[src/rtl/hs_port_pkg.sv]
package hs_port_pkg;

  localparam int SEL_W = 4;

  localparam logic [SEL_W-1:0] OFS_DATA_HS  = 4'd1;
  localparam logic [SEL_W-1:0] OFS_DIR      = 4'd3;
  localparam logic [SEL_W-1:0] OFS_CTL      = 4'd12;
  localparam logic [SEL_W-1:0] OFS_FLAG     = 4'd13;
  localparam logic [SEL_W-1:0] OFS_DATA_RAW = 4'd15;

  typedef enum logic [2:0] {
    C2_IN_FALL     = 3'b000,
    C2_IN_FALL_IND = 3'b001,
    C2_IN_RISE     = 3'b010,
    C2_IN_RISE_IND = 3'b011,
    C2_HS          = 3'b100,
    C2_PULSE       = 3'b101,
    C2_LOW         = 3'b110,
    C2_HIGH        = 3'b111
  } c2_mode_e;

  typedef struct packed {
    logic     latch_en;
    c2_mode_e c2_mode;
    logic     strb_rise;
  } ctl_t;

  localparam int CTL_W = $bits(ctl_t);

endpackage

[src/rtl/hs_sync_edge.sv]
module hs_sync_edge #(
  parameter int STAGES = 2
) (
  input  logic clk,
  input  logic rst_n,
  input  logic din,
  input  logic rise_sel,
  output logic edge_o
);
  localparam int LAST = STAGES - 1;

  logic [STAGES-1:0] sync_q;
  logic [STAGES-1:0] sync_d;
  logic              prev_q;

  always_comb begin
    sync_d = {sync_q[STAGES-2:0], din};
  end

  always_ff @(posedge clk or negedge rst_n) begin
    if (!rst_n) begin
      sync_q <= '0;
      prev_q <= 1'b0;
    end else begin
      sync_q <= sync_d;
      prev_q <= sync_q[LAST];
    end
  end

  always_comb begin
    if (rise_sel) edge_o = sync_q[LAST] & ~prev_q;
    else          edge_o = ~sync_q[LAST] & prev_q;
  end
endmodule

[src/rtl/hs_in_latch.sv]
module hs_in_latch #(
  parameter int W = 8
) (
  input  logic         clk,
  input  logic         rst_n,
  input  logic [W-1:0] pins,
  input  logic         latch_en,
  input  logic         cap_ev,
  input  logic         rd_ev,
  output logic [W-1:0] rd_val
);
  logic         hold_q, hold_d;
  logic [W-1:0] data_q, data_d;
  logic         cap_ok;

  always_comb begin
    hold_d = hold_q;
    data_d = data_q;
    cap_ok = cap_ev & latch_en & (~hold_q | rd_ev);
    if (cap_ok) begin
      hold_d = 1'b1;
      data_d = pins;
    end else if (rd_ev) begin
      hold_d = 1'b0;
    end
  end

  always_ff @(posedge clk or negedge rst_n) begin
    if (!rst_n) begin
      hold_q <= 1'b0;
      data_q <= '0;
    end else begin
      hold_q <= hold_d;
      if (cap_ok) data_q <= data_d;
    end
  end

  assign rd_val = (latch_en && hold_q) ? data_q : pins;
endmodule

[src/rtl/hs_ctl2_unit.sv]
module hs_ctl2_unit
  import hs_port_pkg::*;
(
  input  logic     clk,
  input  logic     rst_n,
  input  c2_mode_e mode,
  input  logic     acc_hs,
  input  logic     strb_ev,
  output logic     line_out,
  output logic     line_oe
);
  logic hs_low_q, hs_low_d;
  logic pls_q, pls_d;

  always_comb begin
    hs_low_d = hs_low_q;
    if (mode != C2_HS)  hs_low_d = 1'b0;
    else if (acc_hs)    hs_low_d = 1'b1;
    else if (strb_ev)   hs_low_d = 1'b0;
    pls_d = (mode == C2_PULSE) && acc_hs;
  end

  always_ff @(posedge clk or negedge rst_n) begin
    if (!rst_n) begin
      hs_low_q <= 1'b0;
      pls_q    <= 1'b0;
    end else begin
      hs_low_q <= hs_low_d;
      pls_q    <= pls_d;
    end
  end

  always_comb begin
    unique case (mode)
      C2_HS:    line_out = ~hs_low_q;
      C2_PULSE: line_out = ~pls_q;
      C2_LOW:   line_out = 1'b0;
      C2_HIGH:  line_out = 1'b1;
      default:  line_out = 1'b1;
    endcase
    line_oe = mode[2];
  end
endmodule

[src/rtl/hs_port_ctrl.sv]
module hs_port_ctrl
  import hs_port_pkg::*;
#(
  parameter int W           = 8,
  parameter int SYNC_STAGES = 2
) (
  input  logic             clk,
  input  logic             rst_n,
  input  logic             bus_wr,
  input  logic             bus_rd,
  input  logic [SEL_W-1:0] bus_sel,
  input  logic [W-1:0]     bus_wdata,
  output logic [W-1:0]     bus_rdata,
  input  logic [W-1:0]     pin_in,
  output logic [W-1:0]     pin_out,
  output logic [W-1:0]     pin_oe,
  input  logic             strb_in,
  input  logic             ctl2_in,
  output logic             ctl2_out,
  output logic             ctl2_oe,
  output logic             irq_strb,
  output logic             irq_ctl2
);
  logic [1:0] rst_sync_q;
  logic       rst_i_n;

  always_ff @(posedge clk or negedge rst_n) begin
    if (!rst_n) rst_sync_q <= 2'b00;
    else        rst_sync_q <= {rst_sync_q[0], 1'b1};
  end
  assign rst_i_n = rst_sync_q[1];

  logic [W-1:0] dir_q, dir_d;
  logic [W-1:0] out_q, out_d;
  ctl_t         ctl_q, ctl_d;
  logic         f1_q, f1_d, f2_q, f2_d;

  logic acc_hs, acc_raw, rd_data, wr_data, wr_dir, wr_ctl, wr_flag;
  logic strb_ev, c2_raw_ev, c2_ev, c2_indep;
  logic [W-1:0] in_val;

  always_comb begin
    acc_hs  = (bus_rd | bus_wr) & (bus_sel == OFS_DATA_HS);
    acc_raw = (bus_rd | bus_wr) & (bus_sel == OFS_DATA_RAW);
    rd_data = bus_rd & ((bus_sel == OFS_DATA_HS) | (bus_sel == OFS_DATA_RAW));
    wr_data = bus_wr & ((bus_sel == OFS_DATA_HS) | (bus_sel == OFS_DATA_RAW));
    wr_dir  = bus_wr & (bus_sel == OFS_DIR);
    wr_ctl  = bus_wr & (bus_sel == OFS_CTL);
    wr_flag = bus_wr & (bus_sel == OFS_FLAG);
    c2_indep = ~ctl_q.c2_mode[2] & ctl_q.c2_mode[0];
    c2_ev   = c2_raw_ev & ~ctl_q.c2_mode[2];
  end

  hs_sync_edge #(.STAGES(SYNC_STAGES)) u_strb_sync (
    .clk(clk), .rst_n(rst_i_n), .din(strb_in),
    .rise_sel(ctl_q.strb_rise), .edge_o(strb_ev)
  );

  hs_sync_edge #(.STAGES(SYNC_STAGES)) u_c2_sync (
    .clk(clk), .rst_n(rst_i_n), .din(ctl2_in),
    .rise_sel(ctl_q.c2_mode[1]), .edge_o(c2_raw_ev)
  );

  hs_in_latch #(.W(W)) u_in_latch (
    .clk(clk), .rst_n(rst_i_n), .pins(pin_in),
    .latch_en(ctl_q.latch_en), .cap_ev(strb_ev),
    .rd_ev(rd_data), .rd_val(in_val)
  );

  hs_ctl2_unit u_ctl2 (
    .clk(clk), .rst_n(rst_i_n), .mode(ctl_q.c2_mode),
    .acc_hs(acc_hs), .strb_ev(strb_ev),
    .line_out(ctl2_out), .line_oe(ctl2_oe)
  );

  always_comb begin
    dir_d = wr_dir  ? bus_wdata : dir_q;
    out_d = wr_data ? bus_wdata : out_q;
    ctl_d = wr_ctl  ? ctl_t'(bus_wdata[CTL_W-1:0]) : ctl_q;

    f1_d = f1_q;
    if (strb_ev)                     f1_d = 1'b1;
    else if (acc_hs)                 f1_d = 1'b0;
    else if (wr_flag && bus_wdata[0]) f1_d = 1'b0;

    f2_d = f2_q;
    if (c2_ev)                       f2_d = 1'b1;
    else if (acc_hs && !c2_indep)    f2_d = 1'b0;
    else if (wr_flag && bus_wdata[1]) f2_d = 1'b0;
  end

  always_ff @(posedge clk or negedge rst_i_n) begin
    if (!rst_i_n) begin
      dir_q <= '0;
      out_q <= '0;
      ctl_q <= '0;
      f1_q  <= 1'b0;
      f2_q  <= 1'b0;
    end else begin
      if (wr_dir)  dir_q <= dir_d;
      if (wr_data) out_q <= out_d;
      if (wr_ctl)  ctl_q <= ctl_d;
      f1_q <= f1_d;
      f2_q <= f2_d;
    end
  end

  always_comb begin
    bus_rdata = '0;
    unique case (bus_sel)
      OFS_DATA_HS, OFS_DATA_RAW: bus_rdata = in_val;
      OFS_DIR:  bus_rdata = dir_q;
      OFS_CTL:  bus_rdata = W'(ctl_q);
      OFS_FLAG: bus_rdata = W'({f2_q, f1_q});
      default:  bus_rdata = '0;
    endcase
  end

  assign pin_out  = out_q & dir_q;
  assign pin_oe   = dir_q;
  assign irq_strb = f1_q;
  assign irq_ctl2 = f2_q;

  logic unused_acc_raw;
  assign unused_acc_raw = acc_raw;
endmodule

[config.mk]
export PLATFORM = sky130hd
export DESIGN_NAME = hs_port_ctrl
export DESIGN_NICKNAME = d
export VERILOG_FILES = /design/src/rtl/hs_port_pkg.sv /design/src/rtl/hs_sync_edge.sv /design/src/rtl/hs_in_latch.sv /design/src/rtl/hs_ctl2_unit.sv /design/src/rtl/hs_port_ctrl.sv
export SDC_FILE = /design/constraint.sdc
export NUM_CORES = 1
export LEC_CHECK = 0
export BUFFER_PORTS_ARGS = -buffer_cell sky130_fd_sc_hd__buf_2
export CORE_MARGIN = 2
export CORE_UTILIZATION = 25
export CTS_BUF_LIST = sky130_fd_sc_hd__clkbuf_4 sky130_fd_sc_hd__clkbuf_8
export DETAILED_ROUTE_END_ITERATION = 7
export HOLD_SLACK_MARGIN = 0.05
export SETUP_SLACK_MARGIN = 0.05
export SYNTH_ARGS = -nofsm -noshare
export SYNTH_HDL_FRONTEND = slang
export SYNTH_HIERARCHICAL = 1
export SYNTH_SLANG_ARGS = --single-unit
[constraint.sdc]
create_clock -name clk -period 3.6 [get_ports clk]
set_input_delay 0.36 -clock clk [delete_from_list [all_inputs] [get_ports clk]]
set_output_delay 0.36 -clock clk [all_outputs]
set_load 0.005 [all_outputs]
==> run metrics <==
H-tree depth=2; initial core utilization=0.2601; Setup CP Type=reg -> out; outcome=completed; First-pass DRT Iterations=4; CTS sink count=42; P&R area growth vs syn=23.17%; Yosys reg bits=42; minimum clock period=2.137 ns; Worst path max stage delay=0.43 ns; Setup Skew=0.004876 ns; required time of the critical path=3.24 ns; fin. max-slew vios=0; post-synth top area share=0.5176; core box area=7807 um2; Async S/R FF share, synth=1.000; Final Util=0.3204; max_cap viols=0; Root Buffer Master=clkbuf_8; I/O Pins=54; drt wl/cell=14.78 um; RSZ-0062 raised after global routing=false; total power draw=1362 uW; Max VDD drop=181.9 uV; area of the multi-input gates=910.9 um2; clock-pin transition on the worst setup and hold timing paths=0.08 ns; GRT overflow=0; initial antenna violation count=0; EDFF count, synth=0; largest net degree at the start of global routing=41; post-placement setup slack=1.230 ns; Syn Nets=183; slack of the critical path=1.463 ns; period utilization=0.5936; CP endpoint kind=output pin; register area share after synthesis=0.5176; Die Height=94.13 um; LEAKAGE=0.001136 uW; Worst EP arrival=1.78 ns; total CTS buffers=5; initial DRC count=53; die area=8860 um2; Worst-Margin Slew=0.8770 ns; GP Congestion=0.8283; total negative slack=0 ns; Port Buffers=53; vias in the first global route=1440; Die W=94.13 um; clk_lat worst skew=0.29 ns; global-route wire length before repair=7.472 mm; Mapped Cells=157; post-route ant nets=0; Min-Delay Path Class=in -> reg; most frequent cell after synthesis=dfrtp_1; Rel. slew slack=0.4153; yosys warns=6; Main synth FF type=dfrtp_1; Top delay family on crit path=flip-flops; Post-CTS Setup Bufs=0; total track usage=0.1111; count of different cell masters after synthesis=42; endpoints failing hold=0; synth cell count leaders=dfrtp_1 (42), mux2_2 (36), and2_1 (12); DR vias=1407; synth top area cells=dfrtp_1 (52%), mux2_2 (20%), and2_1 (3.7%); WL final=4.641 mm; CTS max path bufs=2; nets@finish=237; synthesized area per cell=12.93 um2; count of final setup violators=0; CP Launch Type=register; Yosys top cell by area=dfrtp_1; vias per cell=4.481; CP bufs+invs=1; critical path's slowest cell=dfrtp_1; FF+latch area=1052 um2; row count=32; cells along the critical path=nand2_2 -> mux2_2 -> a221o_1 -> buf_2; Cell Pwr Density=544.7 nW/um2; CP Max Fanout=8; DRC errors left=0; fill count=804; layout cells sized above 1=0.5000; CTS tree=yes; achievable clock frequency=468.0 MHz; Cell Area, Synth=2031 um2; Antenna Cells=0; DPL Wire Length=3.534 mm
## through the flow
stage / cells / hold WS [ns] / cell area (um2)
4_1_cts: 314 / 0.1509 / 2501
3_3_place_gp: 305 / 0.1449 / 2382
2_1_floorplan: 157 / 0.06441 / 2031
6_report: 314 / 0.1665 / 2501
5_1_grt: 314 / 0.1549 / 2501
3_5_place_dp: 305 / 0.1462 / 2382
## timing repair
| action | in CTS | in global routing |
|---|---|---|
| setup endpoints to repair | 0 | 0 |
| hold buffers | 1 | 0 |
| gates resized for setup | 0 | 0 |
| endpoints found under the hold margin | 2 | 0 |
## area by class of cell
| cell class | instances | area share |
|---|---|---|
| clock buffers | 5 | 0.02751 |
| well taps | 102 | 0.05103 |
| multi-input cells | 101 | 0.3642 |
| flip-flops and latches | 42 | 0.4207 |
| inverters | 7 | 0.01051 |
| clock inverters | 3 | 0.01601 |
| repair buffers | 54 | 0.1101 |
## routing by layer
metal / GRT usage / part of all wire
met5: 0 / 0
met3: 0.03130 / 0.048
met2: 0.1762 / 0.47
met4: 0.03623 / 0.0082
met1: 0.1462 / 0.47
## final timing paths
check / end / depth (start not counted) / slack (ns) / start
worst max-delay path: bus_rdata[0] / 4 / 1.46 / u_in_latch/hold_q
worst min-delay path: u_c2_sync/sync_q[0] / 1 / 0.17 / ctl2_in
worst max register to register: u_in_latch/data_q[5] / 5 / 1.93 / u_strb_sync/sync_q[1]
worst min register to register: u_c2_sync/sync_q[1] / 0 / 0.35 / u_c2_sync/sync_q[0]
max in group asynchronous: u_in_latch/data_q[4] / 0 / 2.66 / rst_sync_q[1]
min in group asynchronous: rst_sync_q[1] / 2 / 0.37 / rst_n
## power by group
| part | switching [uW] | internal (uW) | leakage, uW |
|---|---|---|---|
| clock network | 165 | 204 | 0.0000579 |
| logic | 116 | 190 | 0.000579 |
| registers | 99.7 | 587 | 0.000500 |
| total | 381 | 981 | 0.00114 |
## registers in the layout, summed over array words and instances, names as in the netlist
| register | cells |
|---|---|
| u_strb_sync/prev_q | 1 |
| u_in_latch/data_q | 8 |
| u_strb_sync/sync_q | 2 |
| ctl_q | 5 |
| out_q | 8 |
| u_ctl2/hs_low_q | 1 |
| rst_sync_q | 2 |
| pin_oe | 8 |
| u_c2_sync/sync_q | 2 |
| u_ctl2/pls_q | 1 |
| u_c2_sync/prev_q | 1 |
| u_in_latch/hold_q | 1 |
| irq_strb | 1 |
| irq_ctl2 | 1 |
## worst register-to-register path: cells and delay by family (launching register included)
kind	cells	cell delay, ns
simple gates	2	0.30
flops	1	0.40
mux	1	0.38
compound gates	2	0.48
## layout by cell type, fill, tap and decap left out, types with 3 or more instances in the layout
cell type  netlist  routed
nand3b_1         3       3
a22o_1           3       3
buf_2            1      53
and2_1          12      12
mux2_2          36      36
clkbuf_8         0       5
inv_1            7       7
a221o_1          5       5
nand2b_1         3       3
dfrtp_1         42      41
## kinds of logic (layout without fill, tap and decap cells)
family | Yosys count | after routing | share of synthesized area
buf+inv | 14 | 69 | 0.03388
mux | 37 | 37 | 0.2052
simple gates | 40 | 40 | 0.1380
flops | 42 | 42 | 0.5176
compound gates | 23 | 23 | 0.1035
other cells | 1 | 1 | 0.001847
Note: power is estimated with default switching activity, not from simulation.
